**src/rtl/loc_pkg.sv**
```systemverilog
// Package: shared geometry of the 3x3 window and default widths.
// Assumes taps are numbered in raster order, row*3 + column, centre at 4.
package loc_pkg;
    localparam int WIN_SIDE  = 3;
    localparam int WIN_TAPS  = WIN_SIDE * WIN_SIDE;
    localparam int CENTRE    = WIN_TAPS / 2;
    localparam int NBR_COUNT = WIN_TAPS - 1;
    localparam int DEF_PIX_W = 8;
    localparam int DEF_C_INT = 2;
    localparam int DEF_C_FRC = 4;
    localparam int DEF_T_W   = 8;

    // Window tap that holds neighbour k (neighbours skip the centre).
    function automatic int nbr_tap(input int k);
        return (k < CENTRE) ? k : k + 1;
    endfunction
endpackage

```
**src/rtl/loc_thresh.sv**
```systemverilog
// loc_thresh: combinational significance threshold for one centre pixel.
// Computes |centre - smooth|, scales it by a fixed-point factor, saturates
// to the pixel range and forms the comparison reference centre - thr.
// Assumes scale is unsigned with C_FRC fraction bits.
module loc_thresh #(
    parameter int PIX_W = loc_pkg::DEF_PIX_W,
    parameter int C_INT = loc_pkg::DEF_C_INT,
    parameter int C_FRC = loc_pkg::DEF_C_FRC
) (
    input  logic [PIX_W-1:0]       centre,
    input  logic [PIX_W-1:0]       smooth,
    input  logic [C_INT+C_FRC-1:0] scale,
    output logic [PIX_W-1:0]       absd,
    output logic [PIX_W-1:0]       ref_val,
    output logic                   ref_ok
);
    localparam int C_W    = C_INT + C_FRC;
    localparam int PROD_W = C_W + PIX_W;
    localparam logic [PROD_W-1:0] MAXV = PROD_W'({PIX_W{1'b1}});

    logic [PROD_W-1:0] prod;
    logic [PROD_W-1:0] shifted;
    logic [PIX_W-1:0]  thr;

    // Absolute residual, scaled threshold with saturation, and reference.
    always_comb begin
        absd    = (centre >= smooth) ? (centre - smooth) : (smooth - centre);
        prod    = PROD_W'(scale) * PROD_W'(absd);
        shifted = prod >> C_FRC;
        thr     = (shifted > MAXV) ? {PIX_W{1'b1}} : shifted[PIX_W-1:0];
        ref_ok  = (centre >= thr);
        ref_val = centre - thr;
    end
endmodule

```
**src/rtl/loc_contrast.sv**
```systemverilog
// loc_contrast: combinational local-contrast flag.
// Flags residual/smooth > limit without a divider by cross-multiplying:
// absd * 2^T_W > limit * smooth. Assumes limit is a pure T_W-bit fraction.
module loc_contrast #(
    parameter int PIX_W = loc_pkg::DEF_PIX_W,
    parameter int T_W   = loc_pkg::DEF_T_W
) (
    input  logic [PIX_W-1:0] absd,
    input  logic [PIX_W-1:0] smooth,
    input  logic [T_W-1:0]   limit,
    output logic             high
);
    localparam int CW = PIX_W + T_W;

    logic [CW-1:0] lhs;
    logic [CW-1:0] rhs;

    // Cross-multiplied comparison of the normalised residual.
    always_comb begin
        lhs  = {absd, {T_W{1'b0}}};
        rhs  = CW'(limit) * CW'(smooth);
        high = (lhs > rhs);
    end
endmodule

```
**src/rtl/loc_compare.sv**
```systemverilog
// loc_compare: combinational neighbour comparators and code packing.
// One comparator per neighbour (raster order, centre skipped); the code is
// either all eight hit bits or the four edge bits packed into bits 3:0.
module loc_compare #(
    parameter int PIX_W = loc_pkg::DEF_PIX_W,
    parameter int NBR_N = loc_pkg::NBR_COUNT
) (
    input  logic [NBR_N*PIX_W-1:0] nbrs,
    input  logic [PIX_W-1:0]       ref_val,
    input  logic                   ref_ok,
    input  logic                   n8,
    output logic [NBR_N-1:0]       code
);
    logic [NBR_N-1:0] hit;

    // One inclusive comparator per neighbour.
    for (genvar k = 0; k < NBR_N; k++) begin : g_cmp
        assign hit[k] = ref_ok && (nbrs[k*PIX_W +: PIX_W] <= ref_val);
    end

    // Select full raster code or edge-only code (up, left, right, down).
    always_comb begin
        if (n8) begin
            code = hit;
        end else begin
            code    = '0;
            code[0] = hit[1];
            code[1] = hit[3];
            code[2] = hit[4];
            code[3] = hit[6];
        end
    end
endmodule

```
**src/rtl/loc_encoder.sv**
```systemverilog
// loc_encoder: two-stage pipelined local-structure encoder.
// Stage 1 registers the reference, neighbours and contrast flag; stage 2
// registers the packed code. Each stage advances when the next is free.
// Assumes upstream supplies a complete window per beat.
module loc_encoder #(
    parameter int PIX_W = loc_pkg::DEF_PIX_W,
    parameter int C_INT = loc_pkg::DEF_C_INT,
    parameter int C_FRC = loc_pkg::DEF_C_FRC,
    parameter int T_W   = loc_pkg::DEF_T_W
) (
    input  logic                                clk,
    input  logic                                rst_n,
    input  logic                                in_valid,
    output logic                                in_ready,
    input  logic [loc_pkg::WIN_TAPS*PIX_W-1:0]  in_win,
    input  logic [PIX_W-1:0]                    in_smooth,
    input  logic                                in_border,
    input  logic                                cfg_n8,
    input  logic [C_INT+C_FRC-1:0]              cfg_scale,
    input  logic [T_W-1:0]                      cfg_contrast,
    output logic                                out_valid,
    input  logic                                out_ready,
    output logic [loc_pkg::NBR_COUNT-1:0]       out_code,
    output logic                                out_interior,
    output logic                                out_contrast
);
    localparam int NBR_N = loc_pkg::NBR_COUNT;
    localparam int NB_W  = NBR_N * PIX_W;

    logic [PIX_W-1:0] centre;
    logic [NB_W-1:0]  nbrs_in;
    logic [PIX_W-1:0] absd, ref_val;
    logic             ref_ok, contrast_hi;

    logic             s1_valid, s1_ref_ok, s1_n8, s1_border, s1_contrast;
    logic [NB_W-1:0]  s1_nbrs;
    logic [PIX_W-1:0] s1_ref;
    logic [NBR_N-1:0] code_c;
    logic             out_n8;
    logic             adv_out, adv_s1;

    assign centre = in_win[loc_pkg::CENTRE*PIX_W +: PIX_W];

    // Gather the eight neighbour taps in raster order.
    for (genvar k = 0; k < NBR_N; k++) begin : g_nbr
        assign nbrs_in[k*PIX_W +: PIX_W] = in_win[loc_pkg::nbr_tap(k)*PIX_W +: PIX_W];
    end

    loc_thresh #(.PIX_W(PIX_W), .C_INT(C_INT), .C_FRC(C_FRC)) u_thresh (
        .centre (centre),
        .smooth (in_smooth),
        .scale  (cfg_scale),
        .absd   (absd),
        .ref_val(ref_val),
        .ref_ok (ref_ok)
    );

    loc_contrast #(.PIX_W(PIX_W), .T_W(T_W)) u_contrast (
        .absd  (absd),
        .smooth(in_smooth),
        .limit (cfg_contrast),
        .high  (contrast_hi)
    );

    loc_compare #(.PIX_W(PIX_W), .NBR_N(NBR_N)) u_compare (
        .nbrs   (s1_nbrs),
        .ref_val(s1_ref),
        .ref_ok (s1_ref_ok),
        .n8     (s1_n8),
        .code   (code_c)
    );

    // Stage advance conditions (back-pressure chain).
    assign adv_out  = !out_valid || out_ready;
    assign adv_s1   = !s1_valid || adv_out;
    assign in_ready = adv_s1;

    // Stage 1: capture reference, neighbours, mode and contrast per beat.
    always_ff @(posedge clk) begin
        if (!rst_n) begin
            s1_valid    <= 1'b0;
            s1_nbrs     <= '0;
            s1_ref      <= '0;
            s1_ref_ok   <= 1'b0;
            s1_n8       <= 1'b0;
            s1_border   <= 1'b0;
            s1_contrast <= 1'b0;
        end else if (adv_s1) begin
            s1_valid    <= in_valid;
            s1_nbrs     <= nbrs_in;
            s1_ref      <= ref_val;
            s1_ref_ok   <= ref_ok;
            s1_n8       <= cfg_n8;
            s1_border   <= in_border;
            s1_contrast <= contrast_hi;
        end
    end

    // Stage 2: register the packed code, forcing border beats to zero.
    always_ff @(posedge clk) begin
        if (!rst_n) begin
            out_valid    <= 1'b0;
            out_code     <= '0;
            out_interior <= 1'b0;
            out_contrast <= 1'b0;
            out_n8       <= 1'b0;
        end else if (adv_out) begin
            out_valid    <= s1_valid;
            out_code     <= s1_border ? '0 : code_c;
            out_interior <= !s1_border;
            out_contrast <= s1_border ? 1'b0 : s1_contrast;
            out_n8       <= s1_n8;
        end
    end

    // Output holds while stalled.
    assert_out_hold_R9: assert property (@(posedge clk) disable iff (!rst_n)
        (out_valid && !out_ready) |=> (out_valid && $stable(out_code) &&
                                       $stable(out_interior) && $stable(out_contrast)));

    // Full pipeline under stall refuses input.
    assert_full_blocks_R9: assert property (@(posedge clk) disable iff (!rst_n)
        (s1_valid && out_valid && !out_ready) |-> !in_ready);

    // Accepted beat reaches stage 1 on the next cycle.
    assert_accept_moves_R8: assert property (@(posedge clk) disable iff (!rst_n)
        (in_valid && in_ready) |=> s1_valid);

    // Border beats leave with zero code and flags.
    assert_border_zero_R7: assert property (@(posedge clk) disable iff (!rst_n)
        (out_valid && !out_interior) |-> (out_code == '0 && !out_contrast));

    // Four-neighbour mode never sets diagonal-range bits.
    assert_n4_width_R4: assert property (@(posedge clk) disable iff (!rst_n)
        (out_valid && !out_n8) |-> (out_code[NBR_N-1:4] == '0));
endmodule

```
**config.mk**
```make
export PLATFORM = sky130hd
export DESIGN_NAME = loc_encoder
export DESIGN_NICKNAME = d
export VERILOG_FILES = /design/src/rtl/loc_pkg.sv /design/src/rtl/loc_thresh.sv /design/src/rtl/loc_contrast.sv /design/src/rtl/loc_compare.sv /design/src/rtl/loc_encoder.sv
export SDC_FILE = /design/constraint.sdc
export NUM_CORES = 1
export LEC_CHECK = 0
export BUFFER_PORTS_ARGS = -buffer_cell sky130_fd_sc_hd__buf_4
export CAP_MARGIN = 10
export CORE_MARGIN = 2
export CORE_UTILIZATION = 36
export CTS_CLUSTER_SIZE = 10
export DETAILED_ROUTE_END_ITERATION = 8
export PLACE_DENSITY_LB_ADDON = 0.2
export SETUP_SLACK_MARGIN = 0.3
export SLEW_MARGIN = 20
export SYNTH_ARGS = -nofsm -noshare
export SYNTH_HDL_FRONTEND = slang
export SYNTH_HIERARCHICAL = 1
export SYNTH_SLANG_ARGS = --single-unit
```
**constraint.sdc**
```tcl
create_clock -name clk -period 11.4 [get_ports clk]
set_input_delay 2.28 -clock clk [delete_from_list [all_inputs] [get_ports clk]]
set_output_delay 2.28 -clock clk [all_outputs]
set_load 0.01 [all_outputs]
```
# Word-level counts from Yosys, hierarchy flattened
# Cells that the tools add are included.
dict set report word_totals {
  register_bits 88
}
dict set report op_classes {
  n_addsub 3
  multipliers 2
  magnitude_cmp 12
  mux 5
  reduce_logical 13
}
# op count
set ops {}
lappend ops {{less-or-equal comparator 8 bit} 8}
lappend ops {{2-to-1 mux 8 bit} 4}
lappend ops {{subtractor 8 bit} 3}
lappend ops {{greater-or-equal comparator 8 bit} 2}
lappend ops {{> comparator 16 bit} 1}
lappend ops {{multiplier 8 x 8 -> 16 bit} 1}
lappend ops {{multiplier 6 x 8 -> 14 bit} 1}
lappend ops {{> comparator 10 x 8 -> 1 bit, second input constant} 1}
lappend ops {{logical AND 1 bit} 8}
lappend ops {{zero test 1 bit} 3}
lappend ops {{logical OR 1 bit} 2}
lappend ops {{2-to-1 mux 1 bit} 1}

# Depth between registers and ports, before layout
# Gate-level depths: netlist of run 1.
dict set report depth {
  ltp_word 6
  depth_mapped 38
}

# Cells and area by module
# The synthesis of run 1 kept the hierarchy.
# mod n_inst cells_each area_each_um2 seq_area_each_um2
set modules_own_cells {}
lappend modules_own_cells {loc_encoder 1 389 3260.6 1761.7}
lappend modules_own_cells {loc_thresh 1 306 2539.9 0.0}
lappend modules_own_cells {loc_contrast 1 278 2391.0 0.0}
lappend modules_own_cells {loc_compare 1 184 1470.2 0.0}

# Least setup slack after synthesis of run 1
# OpenSTA, ideal clock, no wires.
dict set report synth_path {
  path_type {input -> register}
  from {input in_win[32] (netlist name)}
  to {register s1_ref_ok}
  t_arrival_ps 9544
  t_required_ps 11287
  setup_slack_ps 1742
  stages 37
  n_path_buf 0
  path_cell_list {inv_1 -> ha_1 -> inv_1 -> fa_1 -> nand3_1 -> and3_1 -> o21ai_4 -> mux2_2 -> a31o_2 -> a21oi_4 -> mux2i_1 -> fa_1 -> fa_1 -> inv_1 -> fa_1 -> inv_1 -> ha_1 -> a21oi_1 -> o21ai_0 -> a21o_1 -> a211oi_1 -> a21oi_4 -> mux2_4 -> nor3_4 -> or2_1 -> ha_1 -> fa_1 -> nor2b_1 -> o21ai_0 -> nand2b_1 -> a41o_1 -> a21o_1 -> a21o_1 -> a21o_1 -> a21o_1 -> nand3_1 -> nand2_1}
}
dict set report synth_via {
  elab_chain_cells 6
}
# element line
set synth_lines {}
lappend synth_lines {{start, declared} loc_encoder.sv:15} ;# input logic [loc_pkg::WIN_TAPS*PIX_W-1:0] in_win,
lappend synth_lines {{subtractor 8 bit / greater-or-equal comparator 8 bit (equally long branches)} loc_thresh.sv:27} ;# absd = (centre >= smooth) ? (centre - smooth) : (smooth - centre);
lappend synth_lines {{2-to-1 mux 8 bit} loc_thresh.sv:27}
lappend synth_lines {{multiplier 6 x 8 -> 14 bit} loc_thresh.sv:28} ;# prod = PROD_W'(scale) * PROD_W'(absd);
lappend synth_lines {{> comparator 10 x 8 -> 1 bit} loc_thresh.sv:30} ;# thr = (shifted > MAXV) ? {PIX_W{1'b1}} : shifted[PIX_W-1:0];
lappend synth_lines {{2-to-1 mux 8 bit} loc_thresh.sv:30}
lappend synth_lines {{greater-or-equal comparator 8 bit *} loc_thresh.sv:31} ;# ref_ok = (centre >= thr);
lappend synth_lines {{named net ref_ok} loc_encoder.sv:33} ;# logic ref_ok, contrast_hi;
lappend synth_lines {{end signal, assigned} loc_encoder.sv:92} ;# s1_ref_ok <= ref_ok;
lappend synth_lines {{end, declared} loc_encoder.sv:35} ;# logic s1_valid, s1_ref_ok, s1_n8, s1_border, s1_contrast;
# Mark *: on every way through the listed nets, which the timed path passes. The rest lies on a longest branch.
# A chain may end at the register's enable or synchronous reset.

# Worst setup path after layout of run 1
# Ends and elaborated chain as after synthesis.

==> reports/results.ini, run 1 <==
[layout]
drive_gt1_share_pct=12.68
final_nets=1555
final_cell_mix=nand3_1, ha_1, nand2_1
antenna_cells=0
area_delta_synth_final_pct=14.01
utilization_pct=42.03
fill_cells=2681
final_common_cell=nand3_1

[detailed_routing]
drcViolationCount=0
drt-initial-drc-count=406
ant_nets=0
wl_um=23510
route.detailed.wl_per_inst_um=14.87
first_pass_iters=5
via_per_inst=5.075
num_vias=8024

[floorplan]
core_area_mm2=0.02621
dieArea_mm2=0.02817
start_util_pct=36.87
io_pins=112
num_rows=59
die_x_um=167.8
die_h_um=167.8

[yosys]
syn_inst=1157
yosysTopAreaCell=ha_1
seq_area_frac_synth_pct=18.23
synth_top_cell_area_share_pct=19.43
syn_area_mm2=0.009662
ys_async_sr_fraction_pct=0
ys_types=79
netlist_top_cells_area=ha_1, dfxtp_1, fa_1
synth_edf_count=0
avgSynthCellArea_um2=8.351
ys_ff_latch=88
ys.flop_type=dfxtp_1
synth_nets=1471
yosysWarningCount=6

[clock_network]
cts_buffers=9
cts.repair.resized=0
clock_latency_ns=0.33
clk_pin_slew_ns=0.06
htree_levels=3
clock-sinks=88
cts-root-buf=clkbuf_16
holdBufCountCts=0
cts_buffer_depth=2
postCtsSetupBuffers=0
cts_tree=yes

[critical_path]
endpoint=s1_ref_ok
crit_path_end_kind=register
r2r_slack_ns=9.16
required_ns=11.63
arrival_ns=10.29
cp_common_cell=a21o_1
critPathLaunchType=input port
max_stage_delay_ns=0.52
worst-path-buf-inv=5
worstSetupPathType=in2reg
crit_start=in_win[32]
crit_path_top_delay_cell=fa_1
rr_worst_depth=9
path_depth=37
critPathTopFamily=compound AO/OA/AOI/OAI gates
timing.rr.end=out_code[3]
r2r-start=s1_ref[1]
critPathMaxFanout=9

[placed_design]
io_buffers=111
hpwlAfterDp_um=18380
place_congestion=0.8360

[pwr]
switching_power_mw=1.068
p_leak_nw=5.476
power_per_cell_area_mw_per_mm2=210.8
combPwrFrac_pct=70.7
clkPwrFrac_pct=13.4
p_seq_share_pct=15.8
power.share.switching_pct=46.01
internal-power_mw=1.253
ir_worst_vdd_uv=169.7

[sta]
fin_worst_skew_ns=0.005104
tightest_slew_ns=0.8886
report.final.slew_viol_count=0
period_needed_ns=10.07
grt_setup_unrepaired=no
finalSetupTns_ns=0
setup_viol=0
fmax_mhz=99.34
hold_viol_final=0
finalCritPeriodShare_pct=88.30
relSlewSlack_pct=40.76

[hold_path]
min_from=s1_ref[1]
hold_class=reg2reg

[global_routing]
antenna_found_initial=0
grt_pass1_vias=7722
grt_max_degree=91
top_usage_layer=met2
gr-usage-all-layers_pct=16.89
met2_usage_pct=28.40
grt_use_met3_pct=1.857
grt_util_met1_pct=23.49
grt_pass1_wl_um=39050
grt_overflow=0

[flow_run]
drv_cap=0

[outcome]
status=completed

worst reg2reg max path: stages, from the launching register on:
cell and delay (ns):
dfxtp_1 0.31, inv_1 0.35, ha_1 0.33, nor2b_1 0.14, o211ai_2 0.12, a21oi_1 0.09
o32ai_2 0.33, o221a_1 0.25, nand3b_1 0.07, a21boi_0 0.17
cells by family after synthesis:
group	Yosys count	synth area share, %
AND/OR/NAND/NOR	489	26.06
XOR/XNOR	23	2.163
multiplexers	14	1.554
flip-flops	88	18.23
buffers and inverters	162	7.213
adder cells (fa/ha/maj)	214	32.69
AO/OA/AOI/OAI	167	12.10
power groups by stage:
stage	clock, mW	sequential [mW]	combinational, mW
2_1_floorplan	0	0.366	1.27
3_3_place_gp	0	0.375	1.65
3_5_place_dp	0	0.375	1.65
4_1_cts	0.317	0.368	1.66
5_1_grt	0.332	0.372	1.88
6_report	0.312	0.368	1.64
cells in the mapped netlist, drive strengths merged (2+ instances only):
cell and count:
a21o 18, a21oi 51, mux2 5, o211ai 8, or3 3, nor3 7, nand3 160, o21a 6
or2 2, nor4 2, ha 150, a31oi 5, mux2i 9, clkbuf 13, xnor2 15, nand2b 13
dfxtp 88, o21ai 30, o21bai 4, o22ai 4, nor2b 25, and3 3, nand3b 10, o31ai 2
o221a 2, a211oi 10, and2 75, a211o 3, nor2 28, a21boi 13, a22o 2, xor2 8
and2b 3, nand4 17, inv 122, buf 27, fa 64, nand2 132, nor3b 2
flip-flops by register name, summed over array words and instances (netlist names):
signal / cells
s1_ref_ok: 1
s1_valid: 1
out_valid: 1
out_contrast: 1
s1_n8: 1
out_interior: 1
s1_contrast: 1
s1_nbrs: 64
s1_ref: 8
out_code: 8
s1_border: 1
stage by stage:
step	setup WS (ns)	cell area (um2)	power (mW)	hold slack, ns	cells
global placement	1.139	10700	2.024	0.4429	1565
global route	0.8127	11020	2.588	0.4648	1581
CTS	1.365	11020	2.349	0.4547	1581
detailed placement	1.013	10700	2.025	0.4445	1565
finish	1.334	11020	2.322	0.4528	1581
floorplan	1.743	9662	1.636	0.4329	1157
area by class of cell:
class	count	area, um2	area share [%]
clock buffers	14	284.0	2.578
clock inverters	2	35.03	0.3180
inverters	122	462.9	4.203
multi-input cells	907	7204	65.40
flip-flops and latches	88	1762	15.99
well taps	335	419.2	3.805
repair buffers	113	848.3	7.701
worst min-delay path by stage:
stage | end | slack [ns] | depth (start not counted)
3_5_place_dp | s1_ref[1] | 0.44 | 2
3_3_place_gp | s1_ref[5] | 0.44 | 2
6_report | s1_ref[1] | 0.45 | 2
5_1_grt | s1_ref[5] | 0.46 | 2
2_1_floorplan | out_valid | 0.43 | 1
4_1_cts | s1_ref[1] | 0.45 | 2
layer usage:
metal  part of all wire (%)  routed length, um
met5                      0                  0
met4                    1.0                245
met3                    3.1                718
met2                     47              10950
met1                     49              11600
(Power assumes the default switching activity.)
==> inputs of run 2 (changes only) <==
--- a/config.mk
+++ b/config.mk
@@ -5,12 +5,12 @@
 export SDC_FILE = /design/constraint.sdc
 export NUM_CORES = 1
 export LEC_CHECK = 0
-export BUFFER_PORTS_ARGS = -buffer_cell sky130_fd_sc_hd__buf_4
 export CAP_MARGIN = 10
 export CORE_MARGIN = 2
 export CORE_UTILIZATION = 36
 export CTS_CLUSTER_SIZE = 10
 export DETAILED_ROUTE_END_ITERATION = 8
+export DONT_BUFFER_PORTS = 1
 export PLACE_DENSITY_LB_ADDON = 0.2
 export SETUP_SLACK_MARGIN = 0.3
 export SLEW_MARGIN = 20
==> reports/results.ini, run 2 (synthesis results as in run 1) <==
[outcome]
status=completed

[clock_network]
cts.repair.resized=0
cts_buffers=9
postCtsSetupBuffers=0
clk_pin_slew_ns=0.06
cts_buffer_depth=2
clock_latency_ns=0.33
htree_levels=3
clock-sinks=88
holdBufCountCts=0
cts_tree=yes
cts-root-buf=clkbuf_16

[pwr]
ir_worst_vdd_uv=148.0
clkPwrFrac_pct=11.9
p_leak_nw=4.899
power_per_cell_area_mw_per_mm2=221.1
power.share.switching_pct=47.11
p_seq_share_pct=16.5
internal-power_mw=1.182
finalPower_mw=2.235
switching_power_mw=1.053
combPwrFrac_pct=71.6

[critical_path]
r2r-start=s1_ref[1]
cp_common_cell=a21o_1
worstSetupPathType=in2reg
crit_path_top_delay_cell=fa_1
max_stage_delay_ns=0.53
crit_path_end_kind=register
critPathTopFamily=compound AO/OA/AOI/OAI gates
path_depth=36
timing.rr.end=out_code[3]
rr_worst_depth=9
required_ns=11.62
critPathLaunchType=input port
arrival_ns=10.17
worst-path-buf-inv=4
r2r_slack_ns=9.12
critPathMaxFanout=9

[layout]
fill_cells=2767
largest_reg_flops=64
final_nets=1443
reg_top3=s1_nbrs: 64 flops, out_code: 8 flops, s1_ref: 8 flops
drive_gt1_share_pct=3.883
final_common_cell=nand3_1
area_delta_synth_final_pct=4.649
final_cell_mix=nand3_1, ha_1, nand2_1
regMostFlops=s1_nbrs
stdcell_count=1468
antenna_cells=0

[sta]
fin_hold_ws_ns=0.4528
fmax_mhz=100.6
tightest_slew_ns=0.8986
relSlewSlack_pct=40.09
finalSetupTns_ns=0
finalCritPeriodShare_pct=87.22
grt_setup_unrepaired=no
period_needed_ns=9.943
fin_worst_skew_ns=0.005600
report.final.slew_viol_count=0
setup_ws_ns=1.457
hold_viol_final=0
setup_viol=0

[hold_path]
min_from=s1_ref[6]
hold_end=s1_ref[6]
worstHoldPathCells=2
hold_class=reg2reg

[floorplan]
core_area_mm2=0.02621
start_util_pct=36.87
die_h_um=167.8
die_x_um=167.8
io_pins=112
dieArea_mm2=0.02817
num_rows=59

[flow_run]
drv_cap=0

[global_routing]
gr-usage-all-layers_pct=17.28
grt_max_degree=165
grt_pass1_wl_um=39710
antenna_found_initial=0
grt_overflow=0
grt_pass1_vias=7798

[placed_design]
dp_cells=1453
place_congestion=0.8923
hpwlAfterDp_um=18190
io_buffers=0
place_ws_ns=1.093

[detailed_routing]
first_pass_iters=4
route.detailed.wl_per_inst_um=16.05
met2_length_um=10920
top_layer=met4
drt-met1-wl_um=11420
drcViolationCount=0
num_vias=7627
via_per_inst=5.196
wl_um=23560
drt-initial-drc-count=413
met3WireLength_um=1047
ant_nets=0

## run 2: cell types whose count changed in the layout (fill, tap and decap cells not counted)
cell | previous run | this run
buf_4 | 113 | 1
bufinv_16 | 1 | 0
clkbuf_1 | 1 | 2
clkbuf_8 | 4 | 0
clkinv_2 | 1 | 3
clkinvlp_4 | 0 | 1
## run 2: worst max-delay path by stage
stage	start	endpoint	slack, ns
finish	in_win[32]	s1_ref_ok	1.46
global route	in_win[32]	s1_ref_ok	0.75
CTS	in_win[32]	s1_ref_ok	1.46
detailed placement	in_win[32]	s1_ref_ok	1.09
global placement	in_win[32]	s1_ref_ok	1.23
floorplan	in_win[32]	s1_ref_ok	1.74
## run 2: tightest hold or removal path, delay by kind of cell, from the launching register on
family / cells / cell delay [ns]
flip-flops: 1 / 0.31
AND/OR/NAND/NOR: 2 / 0.10
## run 2: stage by stage
| stage | cell area (um2) | util [%] |
|---|---|---|
| global placement | 9856 | 37.61 |
| global route | 10110 | 38.58 |
| detailed placement | 9856 | 37.61 |
| floorplan | 9662 | - |
| CTS | 10110 | 38.58 |
| finish | 10110 | 38.58 |
## run 2: cell type report
| class | count | area, um2 | area share [%] |
|---|---|---|---|
| clock buffer | 11 | 232.7 | 2.302 |
| clock inverter | 4 | 22.52 | 0.2227 |
| inverter | 122 | 462.9 | 4.579 |
| multi-input combinational | 907 | 7204 | 71.25 |
| sequential | 88 | 1762 | 17.42 |
| tap | 335 | 419.2 | 4.146 |
| timing repair buffer | 1 | 7.507 | 0.07425 |
## run 2: layer usage
| layer | vias up | GRT usage [%] |
|---|---|---|
| li1 | 3890 | - |
| met1 | 3587 | 23.90 |
| met2 | 138 | 29.12 |
| met3 | 12 | 2.633 |
| met4 | 0 | 2.647 |
| met5 | - | 0 |
## run 2: power by group through the flow
stage,sequential (mW),combinational [mW],clock (mW)
after global routing,0.374,1.86,0.287
after CTS,0.370,1.62,0.274
after global placement,0.376,1.60,0
final,0.369,1.60,0.265
after floorplan,0.366,1.27,0
after detailed placement,0.377,1.61,0
